### src/rtl/wpcb_pkg.sv
package wpcb_pkg;
  // word offsets of the register groups
  localparam int MST_BASE = 0;
  localparam int SLV_BASE = 8;
  localparam int PRI_BASE = 16;
  localparam int SIO_OFF  = 24;
  localparam int SCR_OFF  = 28;
  localparam int MODE_OFF = 32;
  localparam int STAT_OFF = 33;
  // status word layout
  localparam int STAT_FLAG_BIT = 0;
  localparam int STAT_SRC_LSB  = 8;

  typedef enum logic [1:0] {
    RD_NONE = 2'd0,
    RD_CFG  = 2'd1,
    RD_MODE = 2'd2,
    RD_STAT = 2'd3
  } rd_src_e;
endpackage

### src/rtl/wpcb_decode.sv
module wpcb_decode
  import wpcb_pkg::*;
#(
  parameter int ADDR_W  = 6,
  parameter int NUM_MST = 4,
  parameter int NUM_SLV = 4,
  localparam int NUM_CFG = NUM_MST + 2 * NUM_SLV + 2
) (
  input  logic [ADDR_W-1:0]  addr,
  output logic [NUM_CFG-1:0] hit,
  output logic               is_prot,
  output rd_src_e            rd_src
);
  logic [NUM_CFG-1:0] prot_v;

  // one comparator per storage word; the last word is the scratch word
  for (genvar i = 0; i < NUM_CFG; i++) begin : g_cmp
    localparam int OFF =
      (i < NUM_MST)               ? MST_BASE + i :
      (i < NUM_MST + NUM_SLV)     ? SLV_BASE + (i - NUM_MST) :
      (i < NUM_MST + 2 * NUM_SLV) ? PRI_BASE + (i - NUM_MST - NUM_SLV) :
      (i == NUM_MST + 2 * NUM_SLV) ? SIO_OFF : SCR_OFF;
    localparam bit PROT = (i != NUM_CFG - 1);
    assign hit[i]    = (addr == ADDR_W'(OFF));
    assign prot_v[i] = hit[i] & PROT;
  end

  assign is_prot = |prot_v;

  always_comb begin
    if (|hit)                              rd_src = RD_CFG;
    else if (addr == ADDR_W'(MODE_OFF))    rd_src = RD_MODE;
    else if (addr == ADDR_W'(STAT_OFF))    rd_src = RD_STAT;
    else                                   rd_src = RD_NONE;
  end
endmodule

### src/rtl/wpcb_store.sv
module wpcb_store #(
  parameter int DATA_W  = 32,
  parameter int NUM_CFG = 14
) (
  input  logic                            clk,
  input  logic                            rst_n,
  input  logic                            wr_ok,
  input  logic [NUM_CFG-1:0]              hit,
  input  logic [DATA_W-1:0]               wdata,
  output logic [NUM_CFG-1:0][DATA_W-1:0]  cfg_q,
  output logic [DATA_W-1:0]               rd_word
);
  for (genvar i = 0; i < NUM_CFG; i++) begin : g_word
    always_ff @(posedge clk or negedge rst_n) begin
      if (!rst_n)                cfg_q[i] <= '0;
      else if (wr_ok && hit[i])  cfg_q[i] <= wdata;
    end
  end

  always_comb begin
    rd_word = '0;
    for (int i = 0; i < NUM_CFG; i++)
      if (hit[i]) rd_word = rd_word | cfg_q[i];
  end
endmodule

### src/rtl/wpcb_status.sv
module wpcb_status #(
  parameter int ADDR_W = 6
) (
  input  logic              clk,
  input  logic              rst_n,
  input  logic              blocked,
  input  logic [ADDR_W-1:0] blocked_addr,
  input  logic              stat_rd,
  output logic              flag,
  output logic [ADDR_W-1:0] src
);
  // violation is staged one cycle before it lands in the status register
  logic              viol_q;
  logic [ADDR_W-1:0] viol_src_q;

  always_ff @(posedge clk or negedge rst_n) begin
    if (!rst_n) begin
      viol_q     <= 1'b0;
      viol_src_q <= '0;
    end else begin
      viol_q     <= blocked;
      viol_src_q <= blocked ? blocked_addr : viol_src_q;
    end
  end

  always_ff @(posedge clk or negedge rst_n) begin
    if (!rst_n) begin
      flag <= 1'b0;
      src  <= '0;
    end else if (viol_q) begin
      flag <= 1'b1;
      src  <= viol_src_q;
    end else if (stat_rd) begin
      flag <= 1'b0;
    end
  end

  AST_FLAG_SET: assert property (@(posedge clk) disable iff (!rst_n)
    viol_q |=> flag);
  AST_SRC_TAKEN: assert property (@(posedge clk) disable iff (!rst_n)
    viol_q |=> (src == $past(viol_src_q)));
  AST_READ_CLEARS: assert property (@(posedge clk) disable iff (!rst_n)
    (stat_rd && !viol_q) |=> !flag);
  AST_SET_WINS: assert property (@(posedge clk) disable iff (!rst_n)
    (stat_rd && viol_q) |=> flag);
  AST_SRC_KEPT: assert property (@(posedge clk) disable iff (!rst_n)
    !viol_q |=> $stable(src));
endmodule

### src/rtl/wpcb_top.sv
module wpcb_top
  import wpcb_pkg::*;
#(
  parameter int DATA_W  = 32,
  parameter int ADDR_W  = 6,
  parameter int NUM_MST = 4,
  parameter int NUM_SLV = 4
) (
  input  logic              clk,
  input  logic              rst_n,
  input  logic              req_valid,
  output logic              req_ready,
  input  logic              req_write,
  input  logic [ADDR_W-1:0] req_addr,
  input  logic [DATA_W-1:0] req_wdata,
  output logic              rsp_valid,
  input  logic              rsp_ready,
  output logic [DATA_W-1:0] rsp_rdata
);
  localparam int NUM_CFG = NUM_MST + 2 * NUM_SLV + 2;

  logic                           accept, wr, rd, blocked, wr_ok, stat_rd;
  logic                           wp_en, flag;
  logic [ADDR_W-1:0]              src;
  logic [NUM_CFG-1:0]             hit;
  logic                           is_prot;
  rd_src_e                        rd_src;
  logic [NUM_CFG-1:0][DATA_W-1:0] cfg_q;
  logic [DATA_W-1:0]              cfg_word, rd_mux;

  assign req_ready = !rsp_valid || rsp_ready;
  assign accept    = req_valid && req_ready;
  assign wr        = accept && req_write;
  assign rd        = accept && !req_write;

  wpcb_decode #(.ADDR_W(ADDR_W), .NUM_MST(NUM_MST), .NUM_SLV(NUM_SLV)) u_dec (
    .addr(req_addr), .hit(hit), .is_prot(is_prot), .rd_src(rd_src)
  );

  assign blocked = wr && is_prot && wp_en;
  assign wr_ok   = wr && !blocked;
  assign stat_rd = rd && (rd_src == RD_STAT);

  wpcb_store #(.DATA_W(DATA_W), .NUM_CFG(NUM_CFG)) u_store (
    .clk(clk), .rst_n(rst_n), .wr_ok(wr_ok), .hit(hit),
    .wdata(req_wdata), .cfg_q(cfg_q), .rd_word(cfg_word)
  );

  wpcb_status #(.ADDR_W(ADDR_W)) u_stat (
    .clk(clk), .rst_n(rst_n), .blocked(blocked), .blocked_addr(req_addr),
    .stat_rd(stat_rd), .flag(flag), .src(src)
  );

  // protection switch: never itself protected
  always_ff @(posedge clk or negedge rst_n) begin
    if (!rst_n)                              wp_en <= 1'b0;
    else if (wr && rd_src == RD_MODE)        wp_en <= req_wdata[0];
  end

  always_comb begin
    rd_mux = '0;
    unique case (rd_src)
      RD_CFG:  rd_mux = cfg_word;
      RD_MODE: rd_mux[0] = wp_en;
      RD_STAT: begin
        rd_mux[STAT_FLAG_BIT]          = flag;
        rd_mux[STAT_SRC_LSB +: ADDR_W] = src;
      end
      default: rd_mux = '0;
    endcase
  end

  always_ff @(posedge clk or negedge rst_n) begin
    if (!rst_n) begin
      rsp_valid <= 1'b0;
      rsp_rdata <= '0;
    end else if (accept) begin
      rsp_valid <= 1'b1;
      rsp_rdata <= rd ? rd_mux : '0;
    end else if (rsp_ready) begin
      rsp_valid <= 1'b0;
    end
  end

  for (genvar i = 0; i < NUM_CFG; i++) begin : g_chk
    AST_PROT_HOLD: assert property (@(posedge clk) disable iff (!rst_n)
      (blocked && hit[i]) |=> $stable(cfg_q[i]));
    AST_OPEN_WRITE: assert property (@(posedge clk) disable iff (!rst_n)
      (wr && hit[i] && !wp_en) |=> (cfg_q[i] == $past(req_wdata)));
  end

  AST_MODE_WRITE: assert property (@(posedge clk) disable iff (!rst_n)
    (wr && rd_src == RD_MODE) |=> (wp_en == $past(req_wdata[0])));
  AST_RSP_HOLD: assert property (@(posedge clk) disable iff (!rst_n)
    (rsp_valid && !rsp_ready) |=> (rsp_valid && $stable(rsp_rdata)));
  AST_RSP_FOLLOWS: assert property (@(posedge clk) disable iff (!rst_n)
    accept |=> rsp_valid);
endmodule

### config.mk
export PLATFORM = sky130hd
export DESIGN_NAME = wpcb_top
export DESIGN_NICKNAME = d
export VERILOG_FILES = /design/src/rtl/wpcb_pkg.sv /design/src/rtl/wpcb_decode.sv /design/src/rtl/wpcb_store.sv /design/src/rtl/wpcb_status.sv /design/src/rtl/wpcb_top.sv
export SDC_FILE = /design/constraint.sdc
export NUM_CORES = 1
export LEC_CHECK = 0
export BUFFER_PORTS_ARGS = -buffer_cell sky130_fd_sc_hd__clkbuf_2
export CAP_MARGIN = 20
export CELL_PAD_IN_SITES_DETAIL_PLACEMENT = 1
export CELL_PAD_IN_SITES_GLOBAL_PLACEMENT = 1
export CORE_ASPECT_RATIO = 0.6
export CORE_MARGIN = 2
export CORE_UTILIZATION = 33
export CTS_CLUSTER_SIZE = 14
export DETAILED_ROUTE_END_ITERATION = 8
export PLACE_DENSITY = 0.6
export SETUP_SLACK_MARGIN = 0.4
export SYNTH_ARGS = -nofsm -noshare
export SYNTH_HDL_FRONTEND = slang
export SYNTH_SLANG_ARGS = --single-unit
### constraint.sdc
create_clock -name clk -period 1.8 [get_ports clk]
set_input_delay 0 -clock clk [delete_from_list [all_inputs] [get_ports clk]]
set_output_delay 0 -clock clk [all_outputs]
set_load 0.02 [all_outputs]
==> qor.yml <==
run_status:
  status: "finished, violations left"
  violations: "setup timing"
min_path:
  hp-class: "in2reg"
placement:
  placed_cells: 2564
  port_buffers: 76
  hpwl_mm: 47.4
  pre_cts_slack_ns: -0.236
  gp_congestion: 0.766
yosys:
  synth_fp_nets: 1605
  synth_area_leader_cell: "dfrtp_1"
  async_s_r_ff_share_synth_pct: 100
  syn-cell-area_um2: 22200
  synth_flop_cell: "dfrtp_1"
  yosysMostFrequentCell: "dfrtp_1"
  synthesis.area_per_instance_um2: 14.2
  gate_count_after_technology_mapping: 1562
  ys.warnings.count: 0
  synth_enable_flop_cells: 0
  synth_top_cells_by_area: "dfrtp_1, mux2_2, a22oi_1"
  synthDominantCellAreaShare_pct: 55.9
  synth_seq_cells: 496
  netlist_top_cells_count: "dfrtp_1, mux2_2, a22oi_1, nand2_1, buf_4"
  register_area_share_after_synthesis_pct: 55.9
  netlist-cell-type-count: 55
cts:
  clk_pin_slew_worst_paths_ns: 0.07
  cts_made_buffers: 49
  ctsLongestPathBuffers: 3
  root_buffer: "clkbuf_16"
  clock_sink_count: 496
  cts_tree: "built"
  htreeDepth: 2
  clock_insertion_delay_worst_skew_ns: 0.60
timing:
  layout_worst_path_cycle_share_pct: 110
  final-hold-violation-count: 0
  final_worst_clock_skew_ns: 0.0140
  post-route-min-period_ns: 1.99
  slew_viol_final: 0
  grt_setup_unrepaired: "yes"
  fmax_mhz: 503
  slew-limit-headroom_pct: 30.4
  slew_worst_pin_ns: 1.04
  setup_ws_ns: -0.188
  report.final.setup_viol: 427
  timing.hold.ws_ns: 0.0492
global_route:
  grt_antenna_before_repair: 1
  first_global_vias: 16512
  grt_max_degree: 84
  grt-ovfl-total: 0
  grt_first_pass_wirelength_mm: 114
  gr-usage-all-layers_pct: 21.9
power_and_ir_drop:
  irDropWorstVdd_v: 0.000661
  leakage_nw: 14.1
  power_per_standard_cell_area_nw_per_um2: 830
floorplan:
  row_count: 73
  initial_utilization_pct: 33.4
  die_w_um: 339
  chip_height_um: 205
  design.portCount: 77
  area_of_the_die_um2: 69500
  design.core.area_um2: 66400
routing:
  post_drt_via_cell_ratio: 5.61
  dr_total_vias: 15673
  route.final.wire_length_mm: 86.7
  remaining_drc_errors: 0
  antenna_left: 0
  route.detailed.wl_per_inst_um: 31.0
  first_pass_iteration_count_of_the_detailed_router: 8
  detail_route.iter0.violations: 1427
job:
  timing.max_cap.violations: 0
setup_path:
  path_max_fanout: 7
  setup.worst_path.end_class: "flop"
  worstSetupStartpointType: "flop"
  criticalPathCategory: "reg2reg"
  worst-endpoint-arrival_ns: 2.47
  crit_required_ns: 2.28
layout:
  area_growth_pct: 37.5
  final_cells: 2794
  final_core_utilization_pct: 46.0
  final_nets: 1897
  post_route_cells_drive_above_1_share_pct: 51.9
[where the power goes]
part           total [W]  internal [W]  switching [W]
logic            0.00251       0.00136        0.00115
clock network     0.0106       0.00593        0.00470
registers         0.0122        0.0118       0.000411
total             0.0253        0.0191        0.00626
[metal layers]
| metal | wire length (µm) | track usage, % | up-vias |
|---|---|---|---|
| li1 | - | - | 6429 |
| met1 | 41200 | 33.0 | 8590 |
| met2 | 37100 | 32.2 | 533 |
| met3 | 6330 | 4.24 | 121 |
| met4 | 2090 | 5.30 | 0 |
| met5 | 0 | 0 | - |
[through the flow]
stage / TNS, ns / total power [W] / area, µm²
floorplan: -43.53 / 0.0135 / 23400
global placement: -46.17 / 0.0143 / 25900
detailed placement: -57.87 / 0.0145 / 25900
CTS: -26.25 / 0.0251 / 28500
global route: -66.29 / 0.0262 / 30500
finish: -44.14 / 0.0253 / 30500
[cells by family after synthesis]
logic type / after synthesis / synth area share (%)
buffers and inverters: 138 / 3.87
muxes: 527 / 27.0
and+or+nand+nor: 176 / 5.21
AOI/OAI and AO/OA: 225 / 8.02
DFF: 496 / 55.9
[cells in the final DEF (no fill, tap or decap), types with 35 or more instances in the layout]
| master | n |
|---|---|
| dfrtp_1 | 494 |
| mux2_4 | 408 |
| a22oi_1 | 111 |
| buf_4 | 104 |
| mux2_2 | 81 |
| clkbuf_16 | 81 |
| buf_12 | 73 |
| clkbuf_2 | 73 |
| nand2_1 | 56 |
| dlygate4sd3_1 | 39 |
| buf_6 | 35 |
[worst max-delay path, stage by stage, from the launching register on]
cell,delay [ns]
dfrtp_2,0.42
nand2b_4,0.07
and2_4,0.15
nand3_4,0.09
clkbuf_16,0.20
nor3_4,0.19
buf_6,0.22
clkbuf_16,0.21
mux2_4,0.31
[final cells by class]
cell class,count,area (µm²)
fillers,6547,35900
flip-flops and latches,496,12400
multi-input cells,928,10700
repair buffers,377,4680
clock buffers,74,1470
well taps,900,1130
clock inverters,16,143
inverters,2,7.51
diodes,1,2.50
[state kept, by name, summed over array words and instances (netlist names)]
register / count
u_store.cfg_q: 448
wp_en: 1
u_stat.flag: 1
u_stat.src: 6
u_stat.viol_src_q: 6
rsp_rdata: 32
u_stat.viol_q: 1
rsp_valid: 1
[worst paths after layout]
kind                                         startpoint                        endpoint  slack (ns)  cells after the start
worst max register to register    rsp_valid$_DFFE_PN0P_  u_store.cfg_q[216]$_DFFE_PN0P_       -0.19                      8
min in group asynchronous                         rst_n  u_store.cfg_q[154]$_DFFE_PN0P_        0.46                      3
worst min-delay path                      req_wdata[12]  u_store.cfg_q[332]$_DFFE_PN0P_        0.05                      2
max in group asynchronous                         rst_n  u_store.cfg_q[268]$_DFFE_PN0P_        0.51                      4
worst max-delay path              rsp_valid$_DFFE_PN0P_  u_store.cfg_q[216]$_DFFE_PN0P_       -0.19                      8
worst min register to register  u_stat.flag$_DFFE_PN0P_         u_stat.flag$_DFFE_PN0P_        0.49                      1
[what timing repair did]
| item | in CTS | in global routing |
|---|---|---|
| setup buffers | 14 | 40 |
| hold buffers | 38 | 1 |
| endpoints found under the hold margin | 933 | 2 |
| gates resized for setup | 68 | 215 |
| cloned | 8 | 38 |
| pin swaps | 4 | 47 |
| endpoints found under the setup margin | 485 | 490 |
Power figures use the tool's default switching activity.
